==> src/rtl/mcyc_pkg.sv <==
package mcyc_pkg;
  localparam int MAX_CYC = 5;
  localparam int CLS_W   = 4;
  localparam int TS_W    = 3;
  localparam int TY_W    = 3;
  localparam int IDX_W   = $clog2(MAX_CYC + 1);

  typedef enum logic [TY_W-1:0] {
    CYC_IDLE  = 3'd0,
    CYC_FETCH = 3'd1,
    CYC_MRD   = 3'd2,
    CYC_MWR   = 3'd3,
    CYC_IORD  = 3'd4,
    CYC_IOWR  = 3'd5
  } cyc_e;

  localparam logic [CLS_W-1:0] CLS_MOVE  = 4'd0;
  localparam logic [CLS_W-1:0] CLS_INC16 = 4'd1;
  localparam logic [CLS_W-1:0] CLS_LDI16 = 4'd2;
  localparam logic [CLS_W-1:0] CLS_STD   = 4'd3;
  localparam logic [CLS_W-1:0] CLS_LDD   = 4'd4;
  localparam logic [CLS_W-1:0] CLS_RET   = 4'd5;
  localparam logic [CLS_W-1:0] CLS_CALL  = 4'd6;
  localparam logic [CLS_W-1:0] CLS_PIN   = 4'd7;
  localparam logic [CLS_W-1:0] CLS_POUT  = 4'd8;

  typedef struct packed {
    logic [IDX_W-1:0]                n_cyc;
    logic                            long_fetch;
    logic [MAX_CYC-1:0][TY_W-1:0]    seq;
  } prog_t;
endpackage

==> src/rtl/mcyc_decode.sv <==
module mcyc_decode
  import mcyc_pkg::*;
(
  input  logic [CLS_W-1:0] cls_i,
  output prog_t            prog_o
);
  always_comb begin
    prog_o            = '0;
    prog_o.n_cyc      = IDX_W'(1);
    prog_o.long_fetch = 1'b0;
    prog_o.seq[0]     = CYC_FETCH;
    unique case (cls_i)
      CLS_INC16: prog_o.long_fetch = 1'b1;
      CLS_LDI16, CLS_RET: begin
        prog_o.n_cyc  = IDX_W'(3);
        prog_o.seq[1] = CYC_MRD;
        prog_o.seq[2] = CYC_MRD;
      end
      CLS_STD, CLS_LDD: begin
        prog_o.n_cyc  = IDX_W'(4);
        prog_o.seq[1] = CYC_MRD;
        prog_o.seq[2] = CYC_MRD;
        prog_o.seq[3] = (cls_i == CLS_STD) ? CYC_MWR : CYC_MRD;
      end
      CLS_CALL: begin
        prog_o.n_cyc      = IDX_W'(5);
        prog_o.long_fetch = 1'b1;
        prog_o.seq[1]     = CYC_MRD;
        prog_o.seq[2]     = CYC_MRD;
        prog_o.seq[3]     = CYC_MWR;
        prog_o.seq[4]     = CYC_MWR;
      end
      CLS_PIN, CLS_POUT: begin
        prog_o.n_cyc  = IDX_W'(3);
        prog_o.seq[1] = CYC_MRD;
        prog_o.seq[2] = (cls_i == CLS_PIN) ? CYC_IORD : CYC_IOWR;
      end
      default: ;
    endcase
  end
endmodule

==> src/rtl/mcyc_tcnt.sv <==
module mcyc_tcnt
  import mcyc_pkg::*;
(
  input  logic            clk_i,
  input  logic            rst_ni,
  input  logic            load_i,
  input  logic            run_i,
  input  logic            ready_i,
  input  logic            last_i,
  input  logic [TS_W-1:0] len_i,
  output logic [TS_W-1:0] t_o,
  output logic            wait_o,
  output logic            end_o
);
  localparam logic [TS_W-1:0] T_ONE = TS_W'(1);
  localparam logic [TS_W-1:0] T_TWO = TS_W'(2);

  logic [TS_W-1:0] t_q;
  logic            w_q;

  assign end_o  = run_i && (t_q == len_i) && !w_q;
  assign t_o    = t_q;
  assign wait_o = w_q;

  always_ff @(posedge clk_i or negedge rst_ni) begin
    if (!rst_ni) begin
      t_q <= '0;
      w_q <= 1'b0;
    end else if (load_i) begin
      t_q <= T_ONE;
      w_q <= 1'b0;
    end else if (run_i) begin
      if (t_q == T_TWO) begin
        // hold at T2 until the bus reports ready
        if (!ready_i) begin
          w_q <= 1'b1;
        end else begin
          w_q <= 1'b0;
          t_q <= t_q + T_ONE;
        end
      end else if (t_q == len_i) begin
        t_q <= last_i ? '0 : T_ONE;
      end else begin
        t_q <= t_q + T_ONE;
      end
    end
  end
endmodule

==> src/rtl/mcyc_strobe.sv <==
module mcyc_strobe
  import mcyc_pkg::*;
(
  input  logic            busy_i,
  input  cyc_e            ty_i,
  input  logic [TS_W-1:0] t_i,
  output logic            rd_o,
  output logic            wr_o
);
  logic bus_phase;
  logic is_rd;
  logic is_wr;

  assign bus_phase = busy_i && (t_i == TS_W'(2) || t_i == TS_W'(3));
  assign is_rd     = (ty_i == CYC_FETCH) || (ty_i == CYC_MRD) || (ty_i == CYC_IORD);
  assign is_wr     = (ty_i == CYC_MWR) || (ty_i == CYC_IOWR);
  assign rd_o      = bus_phase && is_rd;
  assign wr_o      = bus_phase && is_wr;
endmodule

==> src/rtl/mcyc_seq.sv <==
module mcyc_seq
  import mcyc_pkg::*;
(
  input  logic             clk_i,
  input  logic             rst_ni,
  input  logic             start_i,
  input  logic [CLS_W-1:0] class_i,
  input  logic             ready_i,
  output logic             busy_o,
  output logic [TY_W-1:0]  mcyc_o,
  output logic [IDX_W-1:0] mcyc_idx_o,
  output logic [TS_W-1:0]  tstate_o,
  output logic             wait_o,
  output logic             rd_o,
  output logic             wr_o,
  output logic             done_o
);
  logic             busy_q;
  logic [CLS_W-1:0] cls_q;
  logic [IDX_W-1:0] idx_q;
  prog_t            prog;
  cyc_e             cur_ty;
  logic [TS_W-1:0]  cur_len;
  logic             last_cyc;
  logic             accept;
  logic             cyc_end;
  logic [TS_W-1:0]  t_cur;

  assign accept   = start_i && !busy_q;
  assign cur_ty   = cyc_e'(prog.seq[idx_q]);
  assign cur_len  = (cur_ty == CYC_FETCH) ? (prog.long_fetch ? TS_W'(6) : TS_W'(4)) : TS_W'(3);
  assign last_cyc = (idx_q == prog.n_cyc - IDX_W'(1));

  mcyc_decode u_dec (
    .cls_i  (cls_q),
    .prog_o (prog)
  );

  mcyc_tcnt u_tcnt (
    .clk_i   (clk_i),
    .rst_ni  (rst_ni),
    .load_i  (accept),
    .run_i   (busy_q),
    .ready_i (ready_i),
    .last_i  (last_cyc),
    .len_i   (cur_len),
    .t_o     (t_cur),
    .wait_o  (wait_o),
    .end_o   (cyc_end)
  );

  mcyc_strobe u_strb (
    .busy_i (busy_q),
    .ty_i   (cur_ty),
    .t_i    (t_cur),
    .rd_o   (rd_o),
    .wr_o   (wr_o)
  );

  always_ff @(posedge clk_i or negedge rst_ni) begin
    if (!rst_ni) begin
      busy_q <= 1'b0;
      cls_q  <= '0;
      idx_q  <= '0;
    end else if (accept) begin
      busy_q <= 1'b1;
      cls_q  <= class_i;
      idx_q  <= '0;
    end else if (cyc_end) begin
      if (last_cyc) begin
        busy_q <= 1'b0;
        idx_q  <= '0;
      end else begin
        idx_q  <= idx_q + IDX_W'(1);
      end
    end
  end

  assign busy_o     = busy_q;
  assign mcyc_o     = busy_q ? TY_W'(cur_ty) : TY_W'(CYC_IDLE);
  assign mcyc_idx_o = busy_q ? idx_q + IDX_W'(1) : '0;
  assign tstate_o   = t_cur;
  assign done_o     = cyc_end && last_cyc;
endmodule

==> config.mk <==
export PLATFORM = sky130hd
export DESIGN_NAME = mcyc_seq
export DESIGN_NICKNAME = d
export VERILOG_FILES = /design/src/rtl/mcyc_pkg.sv /design/src/rtl/mcyc_decode.sv /design/src/rtl/mcyc_tcnt.sv /design/src/rtl/mcyc_strobe.sv /design/src/rtl/mcyc_seq.sv
export SDC_FILE = /design/constraint.sdc
export NUM_CORES = 1
export LEC_CHECK = 0
export BUFFER_PORTS_ARGS = -buffer_cell sky130_fd_sc_hd__buf_2
export CAP_MARGIN = 40
export CORE_MARGIN = 2
export CORE_UTILIZATION = 45
export DETAILED_ROUTE_END_ITERATION = 16
export GPL_ROUTABILITY_DRIVEN = 0
export PLACE_DENSITY_LB_ADDON = 0.25
export SLEW_MARGIN = 20
export SYNTH_ARGS = -nofsm -noshare
export SYNTH_HDL_FRONTEND = slang
export SYNTH_HIERARCHICAL = 1
export SYNTH_SLANG_ARGS = --single-unit
==> constraint.sdc <==
create_clock -name clk_i -period 3.39 [get_ports clk_i]
set_input_delay 1.017 -clock clk_i [delete_from_list [all_inputs] [get_ports clk_i]]
set_output_delay 1.017 -clock clk_i [all_outputs]
set_load 0.05 [all_outputs]
==> results.json <==
{
  "post-route-min-period_ns": 3.83,
  "wl_mm": 3.05,
  "synthTopCellsByArea": "dfrtp_1 (24%), buf_4 (6.0%), mux2i_1 (4.8%)",
  "synth.most_common_cell": "nand2_1",
  "clock_latency_ns": 0.28,
  "die_w_um": 56.9,
  "cts_tree": "yes",
  "stdcell_area_mm2": 0.00164,
  "maxCapViolations": 0,
  "core_area_mm2": 0.00271,
  "cts.path.max_buffers": 2,
  "dp_hpwl_mm": 2.23,
  "fin_crit_sh_pct": 113,
  "endpoint_kind": "primary output",
  "drive_gt1_share_pct": 39.1,
  "postPlaceCellArea_mm2": 0.00147,
  "yosys.area.top_type": "dfrtp_1",
  "start_kind": "flip-flop",
  "yosysWarnings": 6,
  "rsz0062_at_grt": "true",
  "cts.sinks": 12,
  "die_h_um": 56.9,
  "grt_first_pass_wirelength_mm": 4.87,
  "vias_per_cell": 5.42,
  "initial_core_util_pct": 46.4,
  "cts_buffers": 3,
  "finish.utilization_pct": 60.4,
  "track_usage_pct": 18.8,
  "root_buffer": "clkbuf_4",
  "ys_ff_latch": 12,
  "cp_data_arrival_time_ns": 2.81,
  "drtIter0Drc": 34,
  "ios": 22,
  "first_pass_iters": 4,
  "cts.clk_slew.worst_paths_ns": 0.09,
  "synth_top_area_share_pct": 23.9,
  "timing.rr.end": "idx_q[2]",
  "required_ns": 2.37,
  "ys_types": 51,
  "grt_pass1_vias": 1152,
  "hold_buffers": 0,
  "reg2reg_slack_ns": 0.25,
  "synthArstFlopShare_pct": 100,
  "drc": 0,
  "finalHoldViolCount": 0,
  "nets": 205,
  "worst_r2r_path_depth": 15,
  "synth_cells": 150,
  "antenna_found_initial": 0,
  "area_growth_pct": 30.2,
  "overflow": 0,
  "status": "finished, violations left",
  "wl_per_cell_um": 13.7,
  "synthTopCellsByCount": "nand2_1 (14), dfrtp_1 (12), buf_4 (10)",
  "synth-main-ff-cell": "dfrtp_1",
  "worstSetupPathType": "flip-flop to primary output",
  "setup_slack_ns": -0.439,
  "grt_max_degree": 17,
  "antenna_cells": 0,
  "crit_fanout": 4,
  "violations": "setup timing",
  "netlist_area_mm2": 0.00126,
  "vias": 1208,
  "setup_violations": 3,
  "drv_slew": 0,
  "min_path_type": "input port to asynchronous set/reset pin",
  "die_area_mm2": 0.00323,
  "fin_skew_ns": 0.00258,
  "port_buffers": 21,
  "seq_area_frac_synth_pct": 23.9,
  "num_rows": 19,
  "htreeDepth": 1,
  "fmax_mhz": 261,
  "synth-edff-count": 0,
  "antenna_left": 0,
  "avgSynthCellArea_um2": 8.38,
  "r2r-start": "cls_q[2]"
}
timing repair:
item | CTS | global route
pin swaps | 6 | 8
setup buffers | 4 | 5
resized for setup | 9 | 13
setup endpoints to repair | 3 | 4
registers in the layout, summed over array words and instances, names as in the netlist:
signal         count
cls_q              4
idx_q              3
busy_o             1
u_tcnt/wait_o      1
u_tcnt/t_o         3
layer usage:
| metal | routed length, um | share of wire [%] | vias to the layer above | global-route usage (%) |
|---|---|---|---|---|
| li1 | - | - | 607 | - |
| met1 | 1320 | 43 | 579 | 23.3 |
| met2 | 1660 | 54 | 18 | 34.7 |
| met3 | 50 | 1.6 | 4 | 1.38 |
| met4 | 14 | 0.46 | 0 | 4.98 |
| met5 | 0 | 0 | - | 0 |
cell type report:
type / count / area [um2]
timing repair buffer: 49 / 348
multi-input combinational: 118 / 878
clock buffer: 4 / 36.3
inverter: 9 / 36.3
tap: 31 / 38.8
fill: 229 / 1070
sequential: 12 / 300
worst max-delay path: stages (launching register included):
cell,delay [ns]
dfrtp_1,0.38
or4b_4,0.57
o21ai_2,0.08
mux2i_1,0.08
o22ai_1,0.17
a41o_1,0.18
and3b_1,0.22
xnor2_2,0.20
nand3_2,0.12
nor3b_2,0.22
and2_4,0.18
buf_8,0.14
through the flow:
| step | setup slack, ns | setup TNS, ns | hold WS (ns) | cells |
|---|---|---|---|---|
| floorplan | -0.172 | -0.172 | 0.440 | 155 |
| global placement | -0.191 | -0.191 | 0.593 | 213 |
| detailed placement | -0.200 | -0.200 | 0.611 | 213 |
| CTS | -0.345 | -0.379 | 0.605 | 220 |
| global route | -0.524 | -0.792 | 0.611 | 223 |
| finish | -0.439 | -0.456 | 0.603 | 223 |
layout by cell type, fill, tap and decap left out, drive strengths merged, types with 2 or more instances in the layout:
cell type   n
nand3       5
xnor2       6
nor3b       2
clkbuf      4
nand3b      5
a31oi       2
nor3        2
or3b        2
dfrtp      12
conb        7
nand2b      5
a41o        2
inv         9
o21ai       6
o22ai       3
buf        49
and2        5
and3        3
mux2i       6
ha          4
nand2      14
nor2        4
a21oi       9
xor2        4
nor2b       2
and3b       2
worst max path at each step:
stage	startpoint	endpoint	slack, ns	cells past startpoint
6_report	cls_q[2]	done_o	-0.44	11
5_1_grt	cls_q[2]	done_o	-0.52	11
4_1_cts	cls_q[2]	done_o	-0.34	11
3_5_place_dp	cls_q[2]	done_o	-0.20	11
3_3_place_gp	cls_q[2]	done_o	-0.19	11
2_1_floorplan	cls_q[1]	done_o	-0.17	12
kinds of logic after synthesis:
logic type / after synthesis / synth area share, %
AO/OA/AOI/OAI: 31 / 18.2
XOR/XNOR: 10 / 6.96
adder cells (fa/ha/maj): 4 / 3.98
buffers and inverters: 25 / 12.4
flip-flops: 12 / 23.9
multiplexers: 6 / 4.78
other: 2 / 0.597
AND/OR/NAND/NOR: 60 / 29.2
Power is left out: the tool's default activity adds up to more than one toggle a clock period on the data nets, which glitch-free logic cannot reach.
